==> config.mk <==
export PLATFORM = sky130hd
export DESIGN_NAME = ir_capture_rx
export DESIGN_NICKNAME = d
export VERILOG_FILES = /design/src/rtl/ir_rx_pkg.sv /design/src/rtl/ir_tick_gen.sv /design/src/rtl/ir_symbol_meter.sv /design/src/rtl/ir_pair_fifo.sv /design/src/rtl/ir_capture_rx.sv
export SDC_FILE = /design/constraint.sdc
export NUM_CORES = 1
export LEC_CHECK = 0
export ABC_AREA = 1
export BUFFER_PORTS_ARGS = -buffer_cell sky130_fd_sc_hd__buf_2
export CAP_MARGIN = 5
export CORE_MARGIN = 10
export CORE_UTILIZATION = 55
export DETAILED_ROUTE_END_ITERATION = 10
export PLACE_DENSITY = 0.75
export SYNTH_ARGS = -nofsm -noshare
export SYNTH_HDL_FRONTEND = slang
export SYNTH_HIERARCHICAL = 1
export SYNTH_SLANG_ARGS = --single-unit
==> constraint.sdc <==
create_clock -name clk -period 3.42 [get_ports clk]
set_input_delay 0.684 -clock clk [delete_from_list [all_inputs] [get_ports clk]]
set_output_delay 0.684 -clock clk [all_outputs]
set_load 0.005 [all_outputs]
==> src/rtl/ir_rx_pkg.sv <==
// Shared constants and types of the infrared capture receiver.
// Assumes 16-bit measurements and byte register offsets on an 8-bit address.
package ir_rx_pkg;
    localparam int MEAS_W = 16;
    localparam logic [MEAS_W-1:0] CODE_TIMEOUT = '1;
    localparam logic [MEAS_W-1:0] CODE_SAT     = {{(MEAS_W-1){1'b1}}, 1'b0};

    localparam logic [7:0] ADR_CTRL   = 8'h00;
    localparam logic [7:0] ADR_PRESC  = 8'h04;
    localparam logic [7:0] ADR_LIMIT  = 8'h08;
    localparam logic [7:0] ADR_MASK   = 8'h0C;
    localparam logic [7:0] ADR_FLAGS  = 8'h10;
    localparam logic [7:0] ADR_ACK    = 8'h14;
    localparam logic [7:0] ADR_STATUS = 8'h18;
    localparam logic [7:0] ADR_PERIOD = 8'h1C;
    localparam logic [7:0] ADR_MARK   = 8'h20;

    localparam int IRQ_N    = 4;
    localparam int IRQ_DATA = 0;
    localparam int IRQ_LAST = 1;
    localparam int IRQ_OVR  = 2;
    localparam int IRQ_FULL = 3;

    typedef enum logic [1:0] {ST_IDLE, ST_MARK, ST_SPACE} meter_state_t;

    typedef struct packed {
        logic [MEAS_W-1:0] mark;
        logic [MEAS_W-1:0] period;
    } meas_t;
endpackage

==> src/rtl/ir_tick_gen.sv <==
// Sample tick divider: one tick every DIV clocks, every clock when DIV < 2.
// Assumes DIV may change at any time; the counter resynchronises on the next tick.
module ir_tick_gen #(
    parameter int DIV_W = 16
) (
    input  logic             clk,
    input  logic             rst_n,
    input  logic [DIV_W-1:0] div,
    output logic             tick
);
    logic [DIV_W-1:0] cnt;

    assign tick = (div < DIV_W'(2)) || (cnt >= div - DIV_W'(1));

    // Count clocks between ticks.
    always_ff @(posedge clk) begin
        if (!rst_n)    cnt <= '0;
        else if (tick) cnt <= '0;
        else           cnt <= cnt + DIV_W'(1);
    end
endmodule

==> src/rtl/ir_symbol_meter.sv <==
// Measures mark and period of each symbol on sample ticks and emits one
// registered result per symbol, or a timeout result when the space reaches
// the limit. Assumes 'level' is already synchronised and polarity corrected.
module ir_symbol_meter
    import ir_rx_pkg::*;
(
    input  logic              clk,
    input  logic              rst_n,
    input  logic              run,
    input  logic              tick,
    input  logic              level,
    input  logic [MEAS_W-1:0] limit,
    output logic              emit,
    output meas_t             emit_meas
);
    meter_state_t      state;
    logic [MEAS_W-1:0] mark_cnt, per_cnt, mark_inc, per_inc;

    assign mark_inc = (mark_cnt == CODE_SAT) ? CODE_SAT : mark_cnt + MEAS_W'(1);
    assign per_inc  = (per_cnt  == CODE_SAT) ? CODE_SAT : per_cnt  + MEAS_W'(1);

    // Symbol state machine and saturating counters.
    always_ff @(posedge clk) begin
        if (!rst_n) begin
            state     <= ST_IDLE;
            mark_cnt  <= '0;
            per_cnt   <= '0;
            emit      <= 1'b0;
            emit_meas <= '0;
        end else begin
            emit <= 1'b0;
            if (!run) begin
                state <= ST_IDLE;
            end else if (tick) begin
                case (state)
                    ST_IDLE: if (level) begin
                        mark_cnt <= MEAS_W'(1);
                        per_cnt  <= MEAS_W'(1);
                        state    <= ST_MARK;
                    end
                    ST_MARK: begin
                        per_cnt <= per_inc;
                        if (level) mark_cnt <= mark_inc;
                        else       state    <= ST_SPACE;
                    end
                    ST_SPACE: begin
                        if (level) begin
                            emit      <= 1'b1;
                            emit_meas <= '{mark: mark_cnt, period: per_cnt};
                            mark_cnt  <= MEAS_W'(1);
                            per_cnt   <= MEAS_W'(1);
                            state     <= ST_MARK;
                        end else if (per_inc >= limit) begin
                            emit      <= 1'b1;
                            emit_meas <= '{mark: mark_cnt, period: CODE_TIMEOUT};
                            state     <= ST_IDLE;
                        end else begin
                            per_cnt <= per_inc;
                        end
                    end
                    default: state <= ST_IDLE;
                endcase
            end
        end
    end

    // a measured mark never takes the reserved code
    a_r10_mark_below_code: assert property (@(posedge clk) disable iff (!rst_n)
        emit |-> (emit_meas.mark != CODE_TIMEOUT));
    // no result follows a cycle with run low
    a_r6_no_emit_stopped: assert property (@(posedge clk) disable iff (!rst_n)
        !run |=> !emit);
endmodule

==> src/rtl/ir_pair_fifo.sv <==
// Measurement FIFO of DEPTH entries. A push into a full FIFO is discarded
// and flagged on 'drop'. Reading an empty FIFO shows zero and pops nothing.
module ir_pair_fifo #(
    parameter int DEPTH = 8,
    parameter int DW    = 32,
    localparam int AW   = (DEPTH > 1) ? $clog2(DEPTH) : 1,
    localparam int CW   = $clog2(DEPTH + 1)
) (
    input  logic          clk,
    input  logic          rst_n,
    input  logic          push,
    input  logic [DW-1:0] din,
    input  logic          pop,
    output logic [DW-1:0] dout,
    output logic [CW-1:0] count,
    output logic          full,
    output logic          drop
);
    logic [DW-1:0] mem [DEPTH];
    logic [AW-1:0] rd_ptr, wr_ptr;
    logic          do_push, do_pop, empty;

    assign empty   = (count == '0);
    assign full    = (count == CW'(DEPTH));
    assign do_push = push && !full;
    assign do_pop  = pop && !empty;
    assign drop    = push && full;
    assign dout    = empty ? '0 : mem[rd_ptr];

    // Store accepted entries.
    always_ff @(posedge clk) begin
        if (do_push) mem[wr_ptr] <= din;
    end

    // Pointer and level bookkeeping with wrap at DEPTH.
    always_ff @(posedge clk) begin
        if (!rst_n) begin
            rd_ptr <= '0;
            wr_ptr <= '0;
            count  <= '0;
        end else begin
            if (do_push) wr_ptr <= (wr_ptr == AW'(DEPTH - 1)) ? '0 : wr_ptr + AW'(1);
            if (do_pop)  rd_ptr <= (rd_ptr == AW'(DEPTH - 1)) ? '0 : rd_ptr + AW'(1);
            case ({do_push, do_pop})
                2'b10:   count <= count + CW'(1);
                2'b01:   count <= count - CW'(1);
                default: count <= count;
            endcase
        end
    end

    // level never exceeds the depth
    a_r7_level_bound: assert property (@(posedge clk) disable iff (!rst_n)
        count <= CW'(DEPTH));
    // a discarded push leaves a full FIFO full
    a_r7_drop_keeps_full: assert property (@(posedge clk) disable iff (!rst_n)
        (drop && !pop) |=> full);
    // a read of an empty FIFO changes nothing
    a_r11_empty_pop_stable: assert property (@(posedge clk) disable iff (!rst_n)
        (empty && pop && !push) |=> empty);
endmodule

==> src/rtl/ir_capture_rx.sv <==
// Infrared capture receiver top: input synchroniser and inversion, sample
// divider, symbol meter, measurement FIFO, registers and interrupt flags.
// Assumes single-cycle bus strobes and a combinational read path.
module ir_capture_rx
    import ir_rx_pkg::*;
#(
    parameter int          FIFO_DEPTH = 8,
    parameter int          ADDR_W     = 8,
    parameter int          DATA_W     = 32,
    parameter int          PRESC_W    = 16,
    parameter logic [15:0] LIMIT_RST  = 16'd20000
) (
    input  logic              clk,
    input  logic              rst_n,
    input  logic              ir_in,
    input  logic [ADDR_W-1:0] bus_addr,
    input  logic              bus_wr,
    input  logic [DATA_W-1:0] bus_wdata,
    input  logic              bus_rd,
    output logic [DATA_W-1:0] bus_rdata,
    output logic              irq
);
    localparam int CW     = $clog2(FIFO_DEPTH + 1);
    localparam int MEAS2W = 2 * MEAS_W;

    logic               run_q, inv_q, ovf_q, full_q;
    logic [PRESC_W-1:0] presc_q;
    logic [MEAS_W-1:0]  limit_q;
    logic [IRQ_N-1:0]   mask_q, flags_q, evt, ack;
    logic [1:0]         sync_q;
    logic               level, tick, emit, f_full, f_drop, f_pop, stored;
    meas_t              emit_meas, head;
    logic [MEAS2W-1:0]  head_raw;
    logic [CW-1:0]      f_count;

    // Two-flop synchroniser on the asynchronous pin.
    always_ff @(posedge clk) begin
        if (!rst_n) sync_q <= '0;
        else        sync_q <= {sync_q[0], ir_in};
    end
    assign level = sync_q[1] ^ inv_q;

    ir_tick_gen #(.DIV_W(PRESC_W)) u_tick (
        .clk(clk), .rst_n(rst_n), .div(presc_q), .tick(tick));

    ir_symbol_meter u_meter (
        .clk(clk), .rst_n(rst_n), .run(run_q), .tick(tick), .level(level),
        .limit(limit_q), .emit(emit), .emit_meas(emit_meas));

    assign f_pop = bus_rd && (bus_addr == ADDR_W'(ADR_MARK));

    ir_pair_fifo #(.DEPTH(FIFO_DEPTH), .DW(MEAS2W)) u_fifo (
        .clk(clk), .rst_n(rst_n), .push(emit), .din(emit_meas), .pop(f_pop),
        .dout(head_raw), .count(f_count), .full(f_full), .drop(f_drop));
    assign head = meas_t'(head_raw);

    // Control register writes.
    always_ff @(posedge clk) begin
        if (!rst_n) begin
            run_q   <= 1'b0;
            inv_q   <= 1'b0;
            presc_q <= PRESC_W'(1);
            limit_q <= LIMIT_RST;
            mask_q  <= '0;
        end else if (bus_wr) begin
            case (bus_addr)
                ADDR_W'(ADR_CTRL):  begin run_q <= bus_wdata[0]; inv_q <= bus_wdata[1]; end
                ADDR_W'(ADR_PRESC): presc_q <= bus_wdata[PRESC_W-1:0];
                ADDR_W'(ADR_LIMIT): limit_q <= bus_wdata[MEAS_W-1:0];
                ADDR_W'(ADR_MASK):  mask_q  <= bus_wdata[IRQ_N-1:0];
                default: ;
            endcase
        end
    end

    // Raw interrupt events and acknowledge strobe.
    always_comb begin
        stored        = emit && !f_full;
        evt           = '0;
        evt[IRQ_DATA] = stored;
        evt[IRQ_LAST] = stored && (emit_meas.period == CODE_TIMEOUT);
        evt[IRQ_OVR]  = f_drop;
        evt[IRQ_FULL] = f_full && !full_q;
        ack = (bus_wr && bus_addr == ADDR_W'(ADR_ACK)) ? bus_wdata[IRQ_N-1:0] : '0;
    end

    // Latched flags, sticky overflow and full-edge tracker; a set wins over a clear.
    always_ff @(posedge clk) begin
        if (!rst_n) begin
            flags_q <= '0;
            ovf_q   <= 1'b0;
            full_q  <= 1'b0;
        end else begin
            flags_q <= (flags_q & ~ack) | (evt & mask_q);
            ovf_q   <= f_drop | (ovf_q & ~ack[IRQ_OVR]);
            full_q  <= f_full;
        end
    end

    assign irq = |flags_q;

    // Read data multiplexer.
    always_comb begin
        bus_rdata = '0;
        case (bus_addr)
            ADDR_W'(ADR_CTRL):   bus_rdata = DATA_W'({inv_q, run_q});
            ADDR_W'(ADR_PRESC):  bus_rdata = DATA_W'(presc_q);
            ADDR_W'(ADR_LIMIT):  bus_rdata = DATA_W'(limit_q);
            ADDR_W'(ADR_MASK):   bus_rdata = DATA_W'(mask_q);
            ADDR_W'(ADR_FLAGS):  bus_rdata = DATA_W'(flags_q);
            ADDR_W'(ADR_STATUS): bus_rdata = DATA_W'({8'(f_count), 5'b0, ovf_q, 2'b0});
            ADDR_W'(ADR_PERIOD): bus_rdata = DATA_W'(head.period);
            ADDR_W'(ADR_MARK):   bus_rdata = DATA_W'(head.mark);
            default:             bus_rdata = '0;
        endcase
    end

    // the data flag only rises when its mask bit was set
    a_r8_data_flag_gated: assert property (@(posedge clk) disable iff (!rst_n)
        $rose(flags_q[IRQ_DATA]) |-> $past(mask_q[IRQ_DATA]));
    // the overrun flag only rises when its mask bit was set
    a_r8_ovr_flag_gated: assert property (@(posedge clk) disable iff (!rst_n)
        $rose(flags_q[IRQ_OVR]) |-> $past(mask_q[IRQ_OVR]));
    // an acknowledge with no new event clears the data flag
    a_r9_ack_clears: assert property (@(posedge clk) disable iff (!rst_n)
        (ack[IRQ_DATA] && !stored) |=> !flags_q[IRQ_DATA]);
    // a discard leaves the overflow bit set
    a_r7_ovf_sticky: assert property (@(posedge clk) disable iff (!rst_n)
        f_drop |=> ovf_q);
endmodule

# Word-level counts from Yosys, hierarchy flattened
# Memories as Yosys holds them, arrays and structs flattened. A register that Yosys moved wholly into a read port is not among the register bits.
# Index checks and enable logic that the tools add are counted.
# word_totals
regBits	139
mem_count	1
out_inout_bits	33
in_bits	45
mem_bits_rw	256
# classes
muxes	27
n_reduce_logical	31
eq_ne	24
addsub	8
bitwise_logic	9
order_cmp	3
# mem_list
name	depth	width	rd	rd_clocked_by_memory_dff	wr	line_no	text
u_fifo.mem	8	32	1	1	1	ir_pair_fifo.sv:19	logic [DW-1:0] mem [DEPTH];
# op_table
op	n
$pmux W16 S8	1
$mux W16	6
$mux W32	3
$add A16 B1 Y16 const B	3
$eq A16 B16 Y1 const B	3
$pmux W16 S3	1
$eq A8 B5 Y1 const B	4
$ge A16 B16 Y1	2
$pmux W16 S2	1
$eq A8 B4 Y1 const B	2
$lt A16 B2 Y1 const B	1
$sub A16 B1 Y16 const B	1
$mux W3	4
$reduce_and A4 Y1	3
$reduce_and A2 Y1	5
$reduce_and A5 Y1	2
$and A4 B4 Y4	2
$eq A8 B3 Y1 const B	1
$eq A8 B6 Y1 const B	1
$logic_not A8 Y1	1
$mux W2	4
$pmux W4 S2	1
$logic_and A1 B1 Y1	7
$add A3 B1 Y3 const B	2
27 further kinds	41

# Logic depth before layout (Yosys ltp)
# Gate-level depths: netlist of the first run.
# logic_depth
ltp_word	6
mapped_depth	22

# Hierarchy
# The synthesis of the first run kept the hierarchy.
# by_module_without_submodules
mod	area_each_um2	n_inst	seq_area_each_um2	cells_per_inst
ir_pair_fifo	10767.8	1	7947.6	855
ir_symbol_meter	3953.8	1	1341.3	584
ir_capture_rx	2763.9	1	920.9	408
ir_tick_gen	1470.2	1	320.3	219

# Worst setup path before layout of the first run
# Ideal clock, no wire load.
# synth_path
kind	reg-to-reg
startpoint	register presc_q[0]
endpoint	register u_meter.mark_cnt[13]
setup_slack_ps	576
stages_incl_launch_ff	22
required_ps	3350
synth_period_minus_slack_ps	2844
arrival_ps	2774
path_buffers	1
cell_sequence	dfxtp_1 inv_1 ha_1 nand2_1 nor2_1 nand3_1 xnor2_1 inv_1 ha_1 nand2_1 inv_1 nand2_1 a21oi_1 nor2_2 nand2_1 inv_1 nor4_2 nand2_1 inv_1 buf_4 nand2_1 a21oi_1
# synth_between
elab_chain_cells	4
# synth_rtl
item	line_no	text
from (decl)	ir_capture_rx.sv:27	logic [PRESC_W-1:0] presc_q;
from (signal assigned)	ir_capture_rx.sv:68	ADDR_W'(ADR_PRESC): presc_q <= bus_wdata[PRESC_W-1:0];
$sub A16 B1 Y16	ir_tick_gen.sv:13	assign tick = (div < DIV_W'(2)) || (cnt >= div - DIV_W'(1));
$ge A16 B16 Y1	ir_tick_gen.sv:13	
$logic_or A1 B1 Y1 *	ir_tick_gen.sv:13	
net tick	ir_capture_rx.sv:31	logic level, tick, emit, f_full, f_drop, f_pop, stored;
$reduce_and A5 Y1 (no source line) *	n/a	
to (signal assigned)	ir_symbol_meter.sv:43	if (level) mark_cnt <= mark_inc;
to (decl)	ir_symbol_meter.sv:17	logic [MEAS_W-1:0] mark_cnt, per_cnt, mark_inc, per_inc;
# Mark *: on every way through the listed nets, which the timed path passes. The rest lies on a longest branch.
# A chain may end at the register's enable or synchronous reset.

==> results of run 1 <==
[placed cells by master (no fill, tap or decap), types with 16 or more instances in the layout]
master     instances
edfxtp_1         256
nand2_2           19
xnor2_1           17
nor2_1           386
buf_2             45
o22ai_1           33
conb_1            16
buf_4             43
a21oi_1           77
o21ai_1           24
ha_1              48
nand4_1           44
o211ai_1          34
nand3_1          101
nand2_1          322
clkbuf_16         42
xor2_1            22
inv_1            133
o21ai_0          169
dfxtp_1          137
nor2_2            43
[metal layers]
metal	track usage, %	wire [µm]	vias up	part of all wire (%)
li1	-	-	7079	-
met4	8.93	1650	0	3.4
met2	36.3	22400	601	47
met3	2.78	3340	92	7.0
met1	29.3	20300	6955	43
met5	0	0	-	0
[sequential cells by signal (all words and copies together) (netlist names), 2 cells and up, named ones only]
register / count
flags_q: 4
limit_q: 16
mask_q: 4
presc_q: 16
sync_q: 2
u_fifo/count: 4
u_fifo/mem: 256
u_fifo/rd_ptr: 3
u_fifo/wr_ptr: 3
u_meter/emit_meas: 32
u_meter/mark_cnt: 16
u_meter/per_cnt: 16
u_meter/state: 2
u_tick/cnt: 16
[through the flow]
stage | setup WS (ns) | TNS (ns)
3_5_place_dp | -0.00941 | -0.0219
5_1_grt | -0.00187 | -0.00187
6_report | 0.165 | 0
2_1_floorplan | 0.576 | 0
4_1_cts | -0.00303 | -0.00445
3_3_place_gp | 0.0908 | 0
[power groups by stage]
stage | clock network, mW | registers (mW) | logic (mW)
after floorplan | 0 | 5.16 | 0.0806
after global placement | 0 | 5.16 | 0.120
after detailed placement | 0 | 5.16 | 0.121
after CTS | 4.42 | 5.05 | 0.121
after global routing | 4.62 | 5.05 | 0.135
final | 4.36 | 5.05 | 0.126
[final timing paths]
check	from	endpoint	slack, ns	depth (start not counted)
setup / recovery	flip-flop	bus_rdata[13]	0.16	9
hold / removal	ir_in	sync_q[0]$_SDFF_PN0_	0.30	3
hold reg to reg	sync_q[0]$_SDFF_PN0_	sync_q[1]$_SDFF_PN0_	0.42	2
setup reg to reg	presc_q[3]$_SDFFE_PN0P_	u_meter/emit_meas[12]$_SDFFE_PN0P_	0.23	19
[kinds of logic (layout without fill, tap and decap cells)]
kind of cell	Yosys count	in the layout	synth area share [%]
and+or+nand+nor	982	982	23.0
DFF	398	398	55.6
AOI/OAI and AO/OA	341	341	9.74
adders and majority gates	49	49	3.23
other	1	16	0.0198
xor gates and xnor gates	39	39	1.80
buffers and inverters	256	327	6.61
[layout make-up]
type | count | area, µm²
timing repair inverter | 1 | 7.51
inverter | 151 | 581
sequential | 398 | 10500
tap | 448 | 561
clock buffer | 53 | 1140
timing repair buffer | 99 | 728
multi-input combinational | 1427 | 7350
clock inverter | 23 | 204
fill | 2722 | 12700
[timing repair]
item	in CTS	in global routing
gates resized for setup	4	25
pin swaps	0	3
setup endpoints to repair	12	76
gates cloned	0	1
setup buffers	0	1
hold buffers	0	0
[worst register-to-register path: stages, from the launching register on]
cell and delay (ns):
dfxtp_1 0.38, nor2_2 0.13, nand3_2 0.15, nor3_4 0.23
nand2_1 0.09, xnor2_1 0.15, inv_1 0.06, ha_1 0.31
a21o_1 0.19, nor2_1 0.13, nand2_1 0.08, nor2_2 0.17
nand2_2 0.14, inv_1 0.17, nor3_2 0.08, nand2_2 0.17
nand2_2 0.08, buf_4 0.20, nor2_1 0.13, nor2_1 0.06
==> flow_summary.toml, run 1 <==
[status]
status = "completed"

[yosys]
synth_warnings = 6
syn-cell-area_mm2 = 0.0190
synth_top_area_cell = "edfxtp_1"
synth_common_cells = "nor2_1, nand2_1, edfxtp_1"
yosysTopAreaCellShare_pct = 40.6
seq_area_frac_synth_pct = 55.6
avgSynthCellArea_um2 = 9.18
yosysMostFrequentCell = "nor2_1"
synth_seq_cells = 398
synthCells = 2066
synthTopCellsByArea = "edfxtp_1, dfxtp_1, nor2_1"
async_flop_share_pct = 0
synth_cell_types = 46
synthFlopType = "edfxtp_1"
synth_edf_count = 256

[power]
p_int_mw = 7.50
leakage_nw = 8.25
vdd_drop_max_mv = 0.392
power.switching_mw = 2.04
power_mw = 9.54
power_frac_seq_pct = 53.0
switching_share_pct = 21.4
p_per_area_mw_per_mm2 = 452
p_clk_share_pct = 45.7
p_comb_share_pct = 1.3

[floorplan]
chipHeight_um = 206
ios = 78
dieArea_mm2 = 0.0423
die_w_um = 206
rows = 67
coreArea_mm2 = 0.0338
initial_core_util_pct = 56.1

[route]
wl_um = 47700
vias = 14727
drt_iter0_drc = 1333
wl_per_cell_um = 18.4
drc = 0
ant_nets = 0
via_per_inst = 5.66
first_pass_iters = 5

[placed_design]
gp_congestion = 0.926
port_buffers = 45
dp_hpwl_um = 31400
dpl.cell_count = 2522
placed_cell_area_mm2 = 0.0197

[cts]
cts.clk_slew.worst_paths_ns = 0.07
clk-insertion-delay-late_ns = 0.58
h-tree-depth = 2
cts_buffer_depth = 3
root_buffer = "clkbuf_16"
cts_buffers = 42
cts.sinks = 398
tritoncts = "done"

[sta]
final_hold_viol_count = 0
holdWs_ns = 0.302
fin_crit_sh_pct = 95.2
fin_skew_ns = 0.0343
fin_crit_ns = 3.26
fmax_ghz = 0.307
setup_viol = 0
slew_headroom_pct = 34.6
maxSlewViolCount = 0
worst_pin_slew_ns = 0.977

[worst_setup_path]
crit_slowest_cell = "dfxtp_4"
path_common_cell = "nor2_1"
cp-end-kind = "output pin"
crit_chain = "clkinv_4 -> buf_12 -> o21ai_0 -> o22ai_1 -> nor2_1 -> nor2_1 -> nand3_1 -> nand4_1 -> buf_2"
cp-start-kind = "flip-flop"
crit_buf_inv = 3
cp.arrival_ns = 2.57
path_delay_family = "simple AND/OR/NAND/NOR gates"
path_class = "reg2out"
cpPeakStageDelay_ns = 0.41
critPathRequiredTime_ns = 2.74
worst-path-max-fanout = 72

[finish]
design_area_mm2 = 0.0211
drive_gt1_share_pct = 13.9
fin_nets = 2214
diodes = 0
final_cells = 2600
final_core_utilization_pct = 62.5
syn_to_final_growth_pct = 11.4

[grt]
grt.overflow.total = 0
grt_pass1_vias = 13631
grt_usage_pct = 22.1
grt_pass1_wl_um = 74100
grt_max_degree = 73
antenna_found_initial = 0

[min_path]
hold_class = "in2reg"

[job]
cap_violations = 0
Note: power is estimated with default switching activity, not from simulation.
==> inputs of run 2 (changes only) <==
- RECOVER_POWER: unset -> 100
==> run 2 against run 1 <==
Against the previous run: the run now ends with capacitance limit, slew limit left; critical path depth rose by 2; core utilization fell by 0.25 points; first-iteration DRC count fell by 1.9%; clock skew fell by 0.00055 ns; maximum frequency rose by 0.36%; sequential share of layout area rose by 0.20 points; via count fell by 0.69%; register-to-register slack barely moved; cell area fell by 0.40%; critical path type unchanged.
==> flow_summary.toml, run 2 (synthesized netlist as in run 1, its figures left out) <==
[route]
drc = 0
wl_um = 47700
ant_nets = 0
wl_per_cell_um = 18.3
drt_iter0_drc = 1308
via_per_inst = 5.63
first_pass_iters = 5
vias = 14625

[worst_setup_path]
cp.arrival_ns = 2.56
ff2ff_path_depth = 17
r2r-start = "u_meter/per_cnt[0]$_SDFFE_PN0P_"
critPathRequiredTime_ns = 2.74
worst-path-max-fanout = 19
cp-start-kind = "flip-flop"
path_class = "reg2out"
cp-end-kind = "output pin"
rr_endpoint = "u_meter/emit_meas[12]$_SDFFE_PN0P_"
r2r_setup_slack_ns = 0.22

[power]
leakage_nw = 8.21
power_mw = 9.54
vdd_drop_max_mv = 0.393
p_per_area_mw_per_mm2 = 454

[grt]
antenna_found_initial = 0
grt_max_degree = 73
grt.overflow.total = 0
grt_pass1_vias = 13631
grt_usage_pct = 22.1
grt_pass1_wl_um = 74100

[sta]
slew_headroom_pct = -32.2
fin_skew_ns = 0.0338
fin_crit_ns = 3.24
setup_viol = 0
holdWs_ns = 0.303
worst_pin_slew_ns = 1.98
fin_crit_sh_pct = 94.8
final_hold_viol_count = 0
fmax_ghz = 0.308
maxSlewViolCount = 71

[floorplan]
die_w_um = 206
rows = 67
ios = 78
coreArea_mm2 = 0.0338
dieArea_mm2 = 0.0423
chipHeight_um = 206
initial_core_util_pct = 56.1

[cts]
root_buffer = "clkbuf_16"
clk-insertion-delay-late_ns = 0.58
postCtsHoldBufs = 0
cts.clk_slew.worst_paths_ns = 0.06
cts_buffer_depth = 3
tritoncts = "done"
cts.sinks = 398
h-tree-depth = 2
cts_buffers = 42

[finish]
final_common_cell = "nor2_1"
fin_nets = 2214
diodes = 0
final_cells = 2600
mostFrequentLayoutCells = "nor2_1, nand2_1, edfxtp_1"
largest_register_ffs = 256
syn_to_final_growth_pct = 10.9
largest_register = "u_fifo/mem"
top_regs = "u_fifo/mem (256), u_meter/emit_meas (32)"
drive_gt1_share_pct = 12.8

[placed_design]
dp_hpwl_um = 31400
gp_congestion = 0.926
port_buffers = 45
dpl.cell_count = 2522

[min_path]
hp-start = "ir_in"
hold_class = "in2reg"
min_to = "sync_q[0]$_SDFF_PN0_"
worstHoldPathCells = 3

[job]
cap_violations = 3

[status]
status = "finished with violations"
violations = "capacitance limit, slew limit"
-- run 2: cell types whose count changed in the layout (fill, tap and decap cells not counted), sizes merged --
cell | before | now
buf | 99 | 84
clkbuf | 53 | 68
-- run 2: per-layer routing --
metal  global-route usage, %  routed length, µm  up-vias
met2                    36.3              22400      567
met3                    2.78               3320      101
met1                    29.3              20200     6886
met5                       0                  0        -
li1                        -                  -     7071
met4                    8.93               1710        0
-- run 2: stage by stage --
| stage | cell area, µm² | TNS, ns | worst slack (ns) | utilization [%] |
|---|---|---|---|---|
| 2_1_floorplan | 19000 | 0 | 0.576 | - |
| 3_3_place_gp | 19700 | 0 | 0.0908 | 58.2 |
| 3_5_place_dp | 19700 | -0.0219 | -0.00941 | 58.2 |
| 4_1_cts | 21000 | -0.00445 | -0.00303 | 62.2 |
| 5_1_grt | 21000 | -0.00186 | -0.00186 | 62.2 |
| 6_report | 21000 | 0 | 0.176 | 62.2 |
-- run 2: cell type report --
type / count / area, µm²
multi-input cells: 1427 / 7290
repair buffers: 99 / 696
flip-flops and latches: 398 / 10500
well taps: 448 / 561
fillers: 2749 / 12800
clock inverters: 23 / 204
inverters: 151 / 581
repair inverters: 1 / 7.51
clock buffers: 53 / 1140
-- run 2: how the worst max path moves through the flow --
stage | endpoint | slack, ns
floorplan | u_meter/mark_cnt[13]$_SDFFE_PN0P_ | 0.58
global placement | u_meter/mark_cnt[15]$_SDFFE_PN0P_ | 0.09
detailed placement | u_meter/mark_cnt[6]$_SDFFE_PN0P_ | -0.009
CTS | u_meter/mark_cnt[6]$_SDFFE_PN0P_ | -0.003
global route | u_meter/emit_meas[15]$_SDFFE_PN0P_ | -0.002
finish | bus_rdata[1] | 0.18
-- run 2: power breakdown --
part	total [mW]	internal [mW]	leakage (nW)	switching (mW)
Combinational	0.124	0.0318	3.74	0.0919
Sequential	5.05	5.05	3.82	0.00170
Clock	4.36	2.41	0.646	1.95
Total	9.54	7.50	8.21	2.04
-- run 2: worst max-delay path: stages (launching register included) --
cell and delay, ns:
dfxtp_4 0.47, clkinv_4 0.19, buf_4 0.24, o21ai_0 0.17, o22ai_1 0.08, nor2_1 0.12
nor2_1 0.09, nand3_1 0.09, nand2_1 0.09, nor2_1 0.22, nand2_1 0.09, buf_2 0.14
-- run 2: timing repair --
item	4_1_cts	5_1_grt
gates resized for setup	4	25
endpoints found under the setup margin	12	76
pin swaps	0	3
gates cloned	0	1
buffers inserted	0	1
